[src/rtl/fpw_pkg.sv]
package fpw_pkg;
    localparam int WORD_W = 32;
    localparam int SEL_W  = 3;
    localparam int CODE_MAX = SEL_W + WORD_W;

    typedef enum logic [2:0] {
        SEL_ZRUN  = 3'b000,
        SEL_SE4   = 3'b001,
        SEL_SE8   = 3'b010,
        SEL_SE16  = 3'b011,
        SEL_HIHW  = 3'b100,
        SEL_BPAIR = 3'b101,
        SEL_BREP  = 3'b110,
        SEL_RAW   = 3'b111
    } sel_e;

    typedef enum logic [1:0] {
        ST_IDLE = 2'd0,
        ST_RUN  = 2'd1,
        ST_DONE = 2'd2
    } state_e;
endpackage

[src/rtl/fpw_expand.sv]
module fpw_expand
    import fpw_pkg::*;
(
    input  logic [SEL_W-1:0]  sel,
    input  logic [WORD_W-1:0] field,
    output logic [WORD_W-1:0] word,
    output logic [5:0]        code_len
);
    always_comb begin
        word     = '0;
        code_len = 6'(SEL_W);
        unique case (sel_e'(sel))
            SEL_ZRUN: begin
                word     = '0;
                code_len = 6'(SEL_W + 3);
            end
            SEL_SE4: begin
                word     = {{28{field[31]}}, field[31:28]};
                code_len = 6'(SEL_W + 4);
            end
            SEL_SE8: begin
                word     = {{24{field[31]}}, field[31:24]};
                code_len = 6'(SEL_W + 8);
            end
            SEL_SE16: begin
                word     = {{16{field[31]}}, field[31:16]};
                code_len = 6'(SEL_W + 16);
            end
            SEL_HIHW: begin
                word     = {field[31:16], 16'h0000};
                code_len = 6'(SEL_W + 16);
            end
            SEL_BPAIR: begin
                word     = {{8{field[31]}}, field[31:24], {8{field[23]}}, field[23:16]};
                code_len = 6'(SEL_W + 16);
            end
            SEL_BREP: begin
                word     = {4{field[31:24]}};
                code_len = 6'(SEL_W + 8);
            end
            SEL_RAW: begin
                word     = field;
                code_len = 6'(SEL_W + WORD_W);
            end
            default: begin
                word     = '0;
                code_len = 6'(SEL_W);
            end
        endcase
    end
endmodule

[src/rtl/fpw_run_clip.sv]
module fpw_run_clip #(
    parameter int CNT_W = 5
) (
    input  logic [2:0]       run_code,
    input  logic [CNT_W-1:0] words_left,
    output logic [3:0]       extra
);
    int unsigned want;
    int unsigned avail;

    always_comb begin
        want  = 32'(run_code) + 32'd1;
        avail = 32'(words_left);
        if (want > avail) begin
            extra = 4'(avail - 32'd1);
        end else begin
            extra = 4'(want - 32'd1);
        end
    end
endmodule

[src/rtl/fpw_decomp.sv]
module fpw_decomp
    import fpw_pkg::*;
#(
    parameter int WORDS = 16,
    localparam int TOTAL = WORDS * CODE_MAX,
    localparam int CNT_W = $clog2(WORDS + 1)
) (
    input  logic              clk,
    input  logic              rst_n,
    input  logic              in_valid,
    output logic              in_ready,
    input  logic [TOTAL-1:0]  in_bits,
    output logic              out_valid,
    input  logic              out_ready,
    output logic [WORD_W-1:0] out_data,
    output logic              done
);
    typedef struct packed {
        state_e           st;
        logic [TOTAL-1:0] bits;
        logic [CNT_W-1:0] cnt;
        logic [3:0]       run_left;
    } regs_t;

    regs_t d, q;

    logic [CODE_MAX-1:0] window;
    logic [WORD_W-1:0]   dec_word;
    logic [5:0]          code_len;
    logic [CNT_W-1:0]    words_left;
    logic [3:0]          run_extra;

    assign window     = q.bits[TOTAL-1 -: CODE_MAX];
    assign words_left = CNT_W'(WORDS) - q.cnt;

    fpw_expand i_expand (
        .sel      (window[CODE_MAX-1 -: SEL_W]),
        .field    (window[WORD_W-1:0]),
        .word     (dec_word),
        .code_len (code_len)
    );

    fpw_run_clip #(.CNT_W(CNT_W)) i_run_clip (
        .run_code   (window[WORD_W-1 -: 3]),
        .words_left (words_left),
        .extra      (run_extra)
    );

    assign in_ready  = (q.st != ST_RUN);
    assign out_valid = (q.st == ST_RUN);
    assign done      = (q.st == ST_DONE);
    assign out_data  = (q.run_left != 4'd0) ? '0 : dec_word;

    always_comb begin
        d = q;
        if (in_valid && in_ready) begin
            d.st       = ST_RUN;
            d.bits     = in_bits;
            d.cnt      = '0;
            d.run_left = '0;
        end else if (out_valid && out_ready) begin
            d.cnt = q.cnt + CNT_W'(1);
            if (q.run_left != 4'd0) begin
                d.run_left = q.run_left - 4'd1;
            end else begin
                d.bits = q.bits << code_len;
                if (window[CODE_MAX-1 -: SEL_W] == SEL_ZRUN) begin
                    d.run_left = run_extra;
                end
            end
            if (q.cnt == CNT_W'(WORDS - 1)) begin
                d.st = ST_DONE;
            end
        end
    end

    always_ff @(posedge clk or negedge rst_n) begin
        if (!rst_n) begin
            q.st       <= ST_IDLE;
            q.bits     <= '0;
            q.cnt      <= '0;
            q.run_left <= '0;
        end else begin
            q <= d;
        end
    end
endmodule

[config.mk]
export PLATFORM = sky130hd
export DESIGN_NAME = fpw_decomp
export DESIGN_NICKNAME = d
export VERILOG_FILES = /design/src/rtl/fpw_pkg.sv /design/src/rtl/fpw_expand.sv /design/src/rtl/fpw_run_clip.sv /design/src/rtl/fpw_decomp.sv
export SDC_FILE = /design/constraint.sdc
export NUM_CORES = 2
export LEC_CHECK = 0
export BUFFER_PORTS_ARGS = -buffer_cell sky130_fd_sc_hd__clkbuf_2
export CELL_PAD_IN_SITES_DETAIL_PLACEMENT = 1
export CELL_PAD_IN_SITES_GLOBAL_PLACEMENT = 1
export CORE_UTILIZATION = 40
export DETAILED_ROUTE_END_ITERATION = 7
export MAX_ROUTING_LAYER = met4
export PLACE_DENSITY_LB_ADDON = 0.1
export SLEW_MARGIN = 20
export SYNTH_ARGS = -nofsm -noshare
export SYNTH_HDL_FRONTEND = slang
export SYNTH_SLANG_ARGS = --single-unit
[constraint.sdc]
create_clock -name clk -period 6.15 [get_ports clk]
set_input_delay 0.615 -clock clk [delete_from_list [all_inputs] [get_ports clk]]
set_output_delay 0.615 -clock clk [all_outputs]
set_load 0.02 [all_outputs]
# Word-level counts from Yosys, hierarchy flattened
# Index checks and enable logic that the tools add are counted.
totals:
  in_bits: 564
  regBits: 571
classes:
  n_eq_ne: 12
  muxes: 10
  add_sub_neg: 6
  n_shift: 1
  magnitude_cmp: 1
  reduce_logical: 12
ops:
  columns: ["operator", "count"]
  rows:
  - ["$mux W571", 2]
  - ["$mux W560", 1]
  - ["$shl A560 B6 Y560", 1]
  - ["$pmux W32 S8", 1]
  - ["$mux W32", 1]
  - ["$pmux W6 S5", 1]
  - ["$eq A3 B3 Y1 const B", 4]
  - ["$mux W4", 3]
  - ["$sub A4 B1 Y4 const B", 3]
  - ["$eq A3 B2 Y1 const B", 2]
  - ["$reduce_and A2 Y1", 3]
  - ["$add A5 B1 Y5 const B", 1]
  - ["$eq A5 B4 Y1 const B", 1]
  - ["$gt A4 B5 Y1", 1]
  - ["$sub A5 B5 Y5 const A", 1]
  - ["$add A3 B1 Y4 const B", 1]
  - ["$reduce_bool A2 Y1", 2]
  - ["$reduce_bool A4 Y1", 1]
  - ["$eq A3 B1 Y1 const B", 1]
  - ["$logic_not A3 Y1", 1]
  - ["$reduce_bool A3 Y1", 1]
  - ["$reduce_or A3 Y1", 1]
  - ["$eq A2 B1 Y1 const B", 1]
  - ["$eq A2 B2 Y1 const B", 1]
  - ["other kinds (5)", 6]

# Depth between registers and ports, before layout
depth:
  ltp_word: 7
  mapped_depth: 14

# Hierarchy
# Synthesis repeated with hierarchy kept, for this count alone.
unflattened:
  hier_cells: 7875
  hier_area_um2: 60170.2
modules_own_cells:
  columns: ["mod", "area_per_inst_um2", "instances", "cells_per_inst", "seq_area_each_um2"]
  rows:
  - ["fpw_decomp", 58894.0, 1, 7703, 14288.7]
  - ["fpw_expand", 1009.7, 1, 135, 0.0]
  - ["fpw_run_clip", 266.5, 1, 37, 0.0]

# Least setup slack after synthesis
# Ideal clock, no wire load.
synth_path:
  path_kind: "register -> output"
  from: "reg q[566] (netlist name)"
  to: "out out_data[23]"
  path_buffers: 6
  setup_slack_ns: 3.282
  path_stages_with_launch: 9
  t_arrival_ns: 2.253
  cell_sequence: "dfrtp_1 > buf_4 > buf_2 > buf_4 > buf_4 > buf_2 > buf_2 > a211oi_1 > a311oi_1"
synth_via:
  elab_chain_len: 3
synth_rtl:
  columns: ["element", "line_no", "rtl"]
  rows:
  - ["from (decl)", "fpw_decomp.sv:25", "regs_t d, q;"]
  - ["$eq A3 B3 Y1, or another cell as far along", "fpw_expand.sv:12", "unique case (sel_e'(sel))"]
  - ["$pmux W32 S8 *", "fpw_expand.sv:12", null]
  - ["$mux W32 *", "fpw_decomp.sv:52", "assign out_data = (q.run_left != 4'd0) ? '0 : dec_word;"]
  - ["to (decl)", "fpw_decomp.sv:15", "output logic [WORD_W-1:0] out_data,"]
# Mark *: on every way between the ends. The rest lies on a longest branch, timed or not.

# Final worst setup path
layout_path:
  from: "reg q[567] (netlist name)"
  to: "out out_data[18]"
# The elaborated chain is that of the path after synthesis.

==> flow_metrics.tcl <==
set metrics [dict create \
    hold_viol 0 \
    maxSlewHeadroom_pct 16.8 \
    placed_area_mm2 0.0541 \
    die_area_mm2 0.128 \
    vias_per_cell 7.40 \
    die-height_um 358 \
    htree_num_levels 3 \
    syn-instance-count 6336 \
    r2r_setup_slack_ns 1.70 \
    detailedPlacementHpwl_mm 211 \
    routabilityCongestion 0.999 \
    first_pass_iteration_count_of_the_detailed_router 8 \
    type_of_element_launching_the_critical_path "flop" \
    fin_worst_skew_ns 0.0335 \
    maxClockFrequency_mhz 212 \
    period_share_pct 76.7 \
    internal_dissipation_mw 17.7 \
    ios 599 \
    placementRows 130 \
    synth_enable_flop_cells 0 \
    remaining_drc_errors 12 \
    critPathRequiredTime_ns 5.53 \
    rsz0062_at_grt "false" \
    violations "DRC" \
    worstSetupEndpointType "primary output" \
    final_core_utilization_pct 45.2 \
    pre_cts_ws_ns 1.97 \
    hold_class "primary input to flop" \
    wire_length_of_the_first_global_routing_pass_mm 438 \
    fp.dieW_um 358 \
    grt_antenna_before_repair 20 \
    mappedNetlistNets 6909 \
    yosys_register_bits 571 \
    synth.yosys.seq_area_share_pct 28.2 \
    area_delta_synth_final_pct 12.1 \
    cts_inserted_buffers 81 \
    routed_wirelength_mm 310 \
    clock_insertion_delay_at_the_later_pin_of_the_skew_report_ns 0.72 \
    groute.usage.overall_pct 48.0 \
    path_class "flop to primary output" \
    final-max-slew-violation-count 0 \
    power.density_mw_per_mm2 755 \
    largest-register "q" \
    cts_buffer_depth 3 \
    pwr-share-comb_pct 65.1 \
    worst_path_largest_cell_delay_ns 0.75 \
    fin_nets 7000 \
    crit_arrival_ns 4.10 \
    critPathMaxFanout 60 \
    postSynth.asyncResetShare_pct 100 \
    max_reg_flops 571 \
    synth.distinct_cells 78 \
    setup_violations 0 \
    grt_pass1_vias 57576 \
    fin_area_mm2 0.0569 \
    cell_occurring_most_often_along_the_worst_timing_path "sky130_fd_sc_hd__a21oi_1" \
    detail-route-antenna-nets 0 \
    p_total_mw 42.9 \
    avg_wl_per_cell_um 37.9 \
    port_buffers 598 \
    synth_ff_type "sky130_fd_sc_hd__dfrtp_1" \
    syn-mean-instance-area_um2 8.01 \
    maxCapViolCount 0 \
    grt_max_degree 157 \
    timing.final.crit_period_ns 4.72 \
    dr_total_vias 60413 \
    floorplan.core_area_mm2 0.126 \
    cts_hold_buf 1 \
    cts-resized-gates 0 \
    power.static_leakage_nw 24.6 \
    initial_utilization_pct 40.4 \
    pwr-share-clk_pct 11.8 \
    power.share.switching_pct 58.8 \
    tns_ns 0 \
    outcome "complete, but fails checks" \
    timing.final.ws_setup_ns 1.43 \
    cts_tree "yes" \
    cts_root_buf "sky130_fd_sc_hd__clkbuf_16" \
    timing_worst_slew_pin_value_ns 1.23 \
    fillCellCount 15187 \
    reg_top3 "q x571" \
    share_of_final_layout_standard_cells_stronger_than_drive_strength_1_pct 15.4 \
    syn-cell-area_mm2 0.0507 \
    clkSlewWorstSetupHoldPaths_ns 0.06 \
    slowest_stage "sky130_fd_sc_hd__dfrtp_4" \
    overflow 0 \
    post-cts-setup-buffers 0 \
    seqPwrFrac_pct 23.2 \
    worst_ir_drop_vdd_mv 0.600 \
    cts_sinks 571 \
    cell_by_cell_listing_of_the_critical_path "inv_6 > nand2_1 > a21oi_1 > a22oi_1 > a21oi_1 > clkbuf_2" \
    yosysWarningCount 0 \
    drt_first_iter_violations 9567 \
    total_switching_power_mw 25.2 \
]
-- placed cells by master (no fill, tap or decap), types with 12 or more instances in the layout --
master	netlist	routed
sky130_fd_sc_hd__o31ai_1	19	19
sky130_fd_sc_hd__o21a_1	15	15
sky130_fd_sc_hd__o311ai_0	12	12
sky130_fd_sc_hd__a21o_1	34	34
sky130_fd_sc_hd__diode_2	0	23
sky130_fd_sc_hd__buf_4	60	75
sky130_fd_sc_hd__nand4_1	28	28
sky130_fd_sc_hd__o21ai_0	782	782
sky130_fd_sc_hd__clkbuf_8	0	20
sky130_fd_sc_hd__o22ai_1	58	58
sky130_fd_sc_hd__nand2_1	663	659
sky130_fd_sc_hd__a22oi_1	197	196
sky130_fd_sc_hd__a211o_1	24	24
sky130_fd_sc_hd__a32oi_1	12	12
sky130_fd_sc_hd__a211oi_1	102	102
sky130_fd_sc_hd__o221ai_1	66	66
sky130_fd_sc_hd__clkinv_2	0	17
sky130_fd_sc_hd__nand3_1	75	75
sky130_fd_sc_hd__a21oi_1	543	543
sky130_fd_sc_hd__inv_1	24	23
sky130_fd_sc_hd__mux2_2	106	106
sky130_fd_sc_hd__a221o_1	88	88
sky130_fd_sc_hd__clkbuf_1	322	22
sky130_fd_sc_hd__nor2b_1	22	20
sky130_fd_sc_hd__clkbuf_2	0	597
sky130_fd_sc_hd__nor2_1	511	506
sky130_fd_sc_hd__and3_1	14	13
sky130_fd_sc_hd__o211ai_1	278	278
sky130_fd_sc_hd__a221oi_1	30	30
sky130_fd_sc_hd__a222oi_1	215	215
sky130_fd_sc_hd__dfrtp_1	571	568
sky130_fd_sc_hd__o21ai_1	33	33
sky130_fd_sc_hd__mux2i_1	783	783
sky130_fd_sc_hd__a22o_1	90	90
sky130_fd_sc_hd__nor3_1	37	36
sky130_fd_sc_hd__a31oi_1	37	37
sky130_fd_sc_hd__clkbuf_16	0	87
sky130_fd_sc_hd__buf_12	0	43
-- area by class of cell --
class,count,area [um2],share of cell area (%)
clock buffers,129,2530,4.46
clock inverters,20,179,0.314
well taps,1650,2060,3.63
inverters,26,106,0.187
repair buffers,717,4440,7.80
diodes,23,57.6,0.101
multi-input cells,5030,33200,58.4
flip-flops and latches,571,14300,25.1
-- routing by layer --
metal  global-route usage (%)  part of all wire [%]
met2                     67.9                    43
met4                     26.9                   6.5
met3                     12.1                    12
met1                     62.1                    39
met5                        -                     0
-- final timing paths --
| path | start | to | cells past startpoint |
|---|---|---|---|
| worst max-delay path | q[567] | out_data[18] | 6 |
| worst min register to register | q[8] | q[8] | 2 |
| worst max register to register | q[568] | q[316] | 6 |
| min in group asynchronous | rst_n | q[446] | 2 |
| max in group asynchronous | rst_n | q[253] | 3 |
| worst min-delay path | in_bits[128] | q[137] | 3 |
-- cell usage after synthesis (102+ instances only) --
| cell | n | area share, % |
|---|---|---|
| sky130_fd_sc_hd__dfrtp_1 | 571 | 28 |
| sky130_fd_sc_hd__buf_2 | 255 | 2.5 |
| sky130_fd_sc_hd__a22oi_1 | 197 | 2.9 |
| sky130_fd_sc_hd__nor2_1 | 511 | 3.8 |
| sky130_fd_sc_hd__mux2_2 | 106 | 2.4 |
| sky130_fd_sc_hd__nand2_1 | 663 | 4.9 |
| sky130_fd_sc_hd__a222oi_1 | 215 | 4.2 |
| sky130_fd_sc_hd__a21oi_1 | 543 | 5.4 |
| sky130_fd_sc_hd__o211ai_1 | 278 | 4.1 |
| sky130_fd_sc_hd__a211oi_1 | 102 | 1.5 |
| sky130_fd_sc_hd__o21ai_0 | 782 | 7.7 |
| sky130_fd_sc_hd__clkbuf_1 | 322 | 2.4 |
| sky130_fd_sc_hd__mux2i_1 | 783 | 15 |
-- metrics by stage --
step                hold WS, ns  std cells
finish                    0.125       8166
detailed placement        0.536       7993
global route              0.135       8162
global placement          0.531       7993
CTS                       0.106       8143
floorplan                 0.319       6336
-- cell families after synthesis --
logic type | Yosys count | synth area share (%)
adder cells (fa/ha/maj) | 9 | 0.222
flip-flops | 571 | 28.2
XOR/XNOR | 9 | 0.155
AO/OA/AOI/OAI | 2717 | 35.6
multiplexers | 893 | 17.9
buffers and inverters | 735 | 6.66
AND/OR/NAND/NOR | 1402 | 11.3
-- power groups by stage --
stage	Sequential (mW)	Clock [mW]	Combinational, mW
6_report	9.94	5.05	28.0
3_3_place_gp	9.61	0	26.4
3_5_place_dp	9.58	0	26.8
5_1_grt	9.82	5.16	29.2
4_1_cts	9.55	5.05	26.9
2_1_floorplan	7.27	0	18.2
-- worst max-delay path, delay by kind of cell, from the launching register on --
family / cells / cell delay [ns]
compound gates: 3 / 1.24
simple gates: 1 / 0.53
buf+inv: 2 / 0.85
flops: 1 / 0.75
Note: power is estimated with default switching activity, not from simulation.
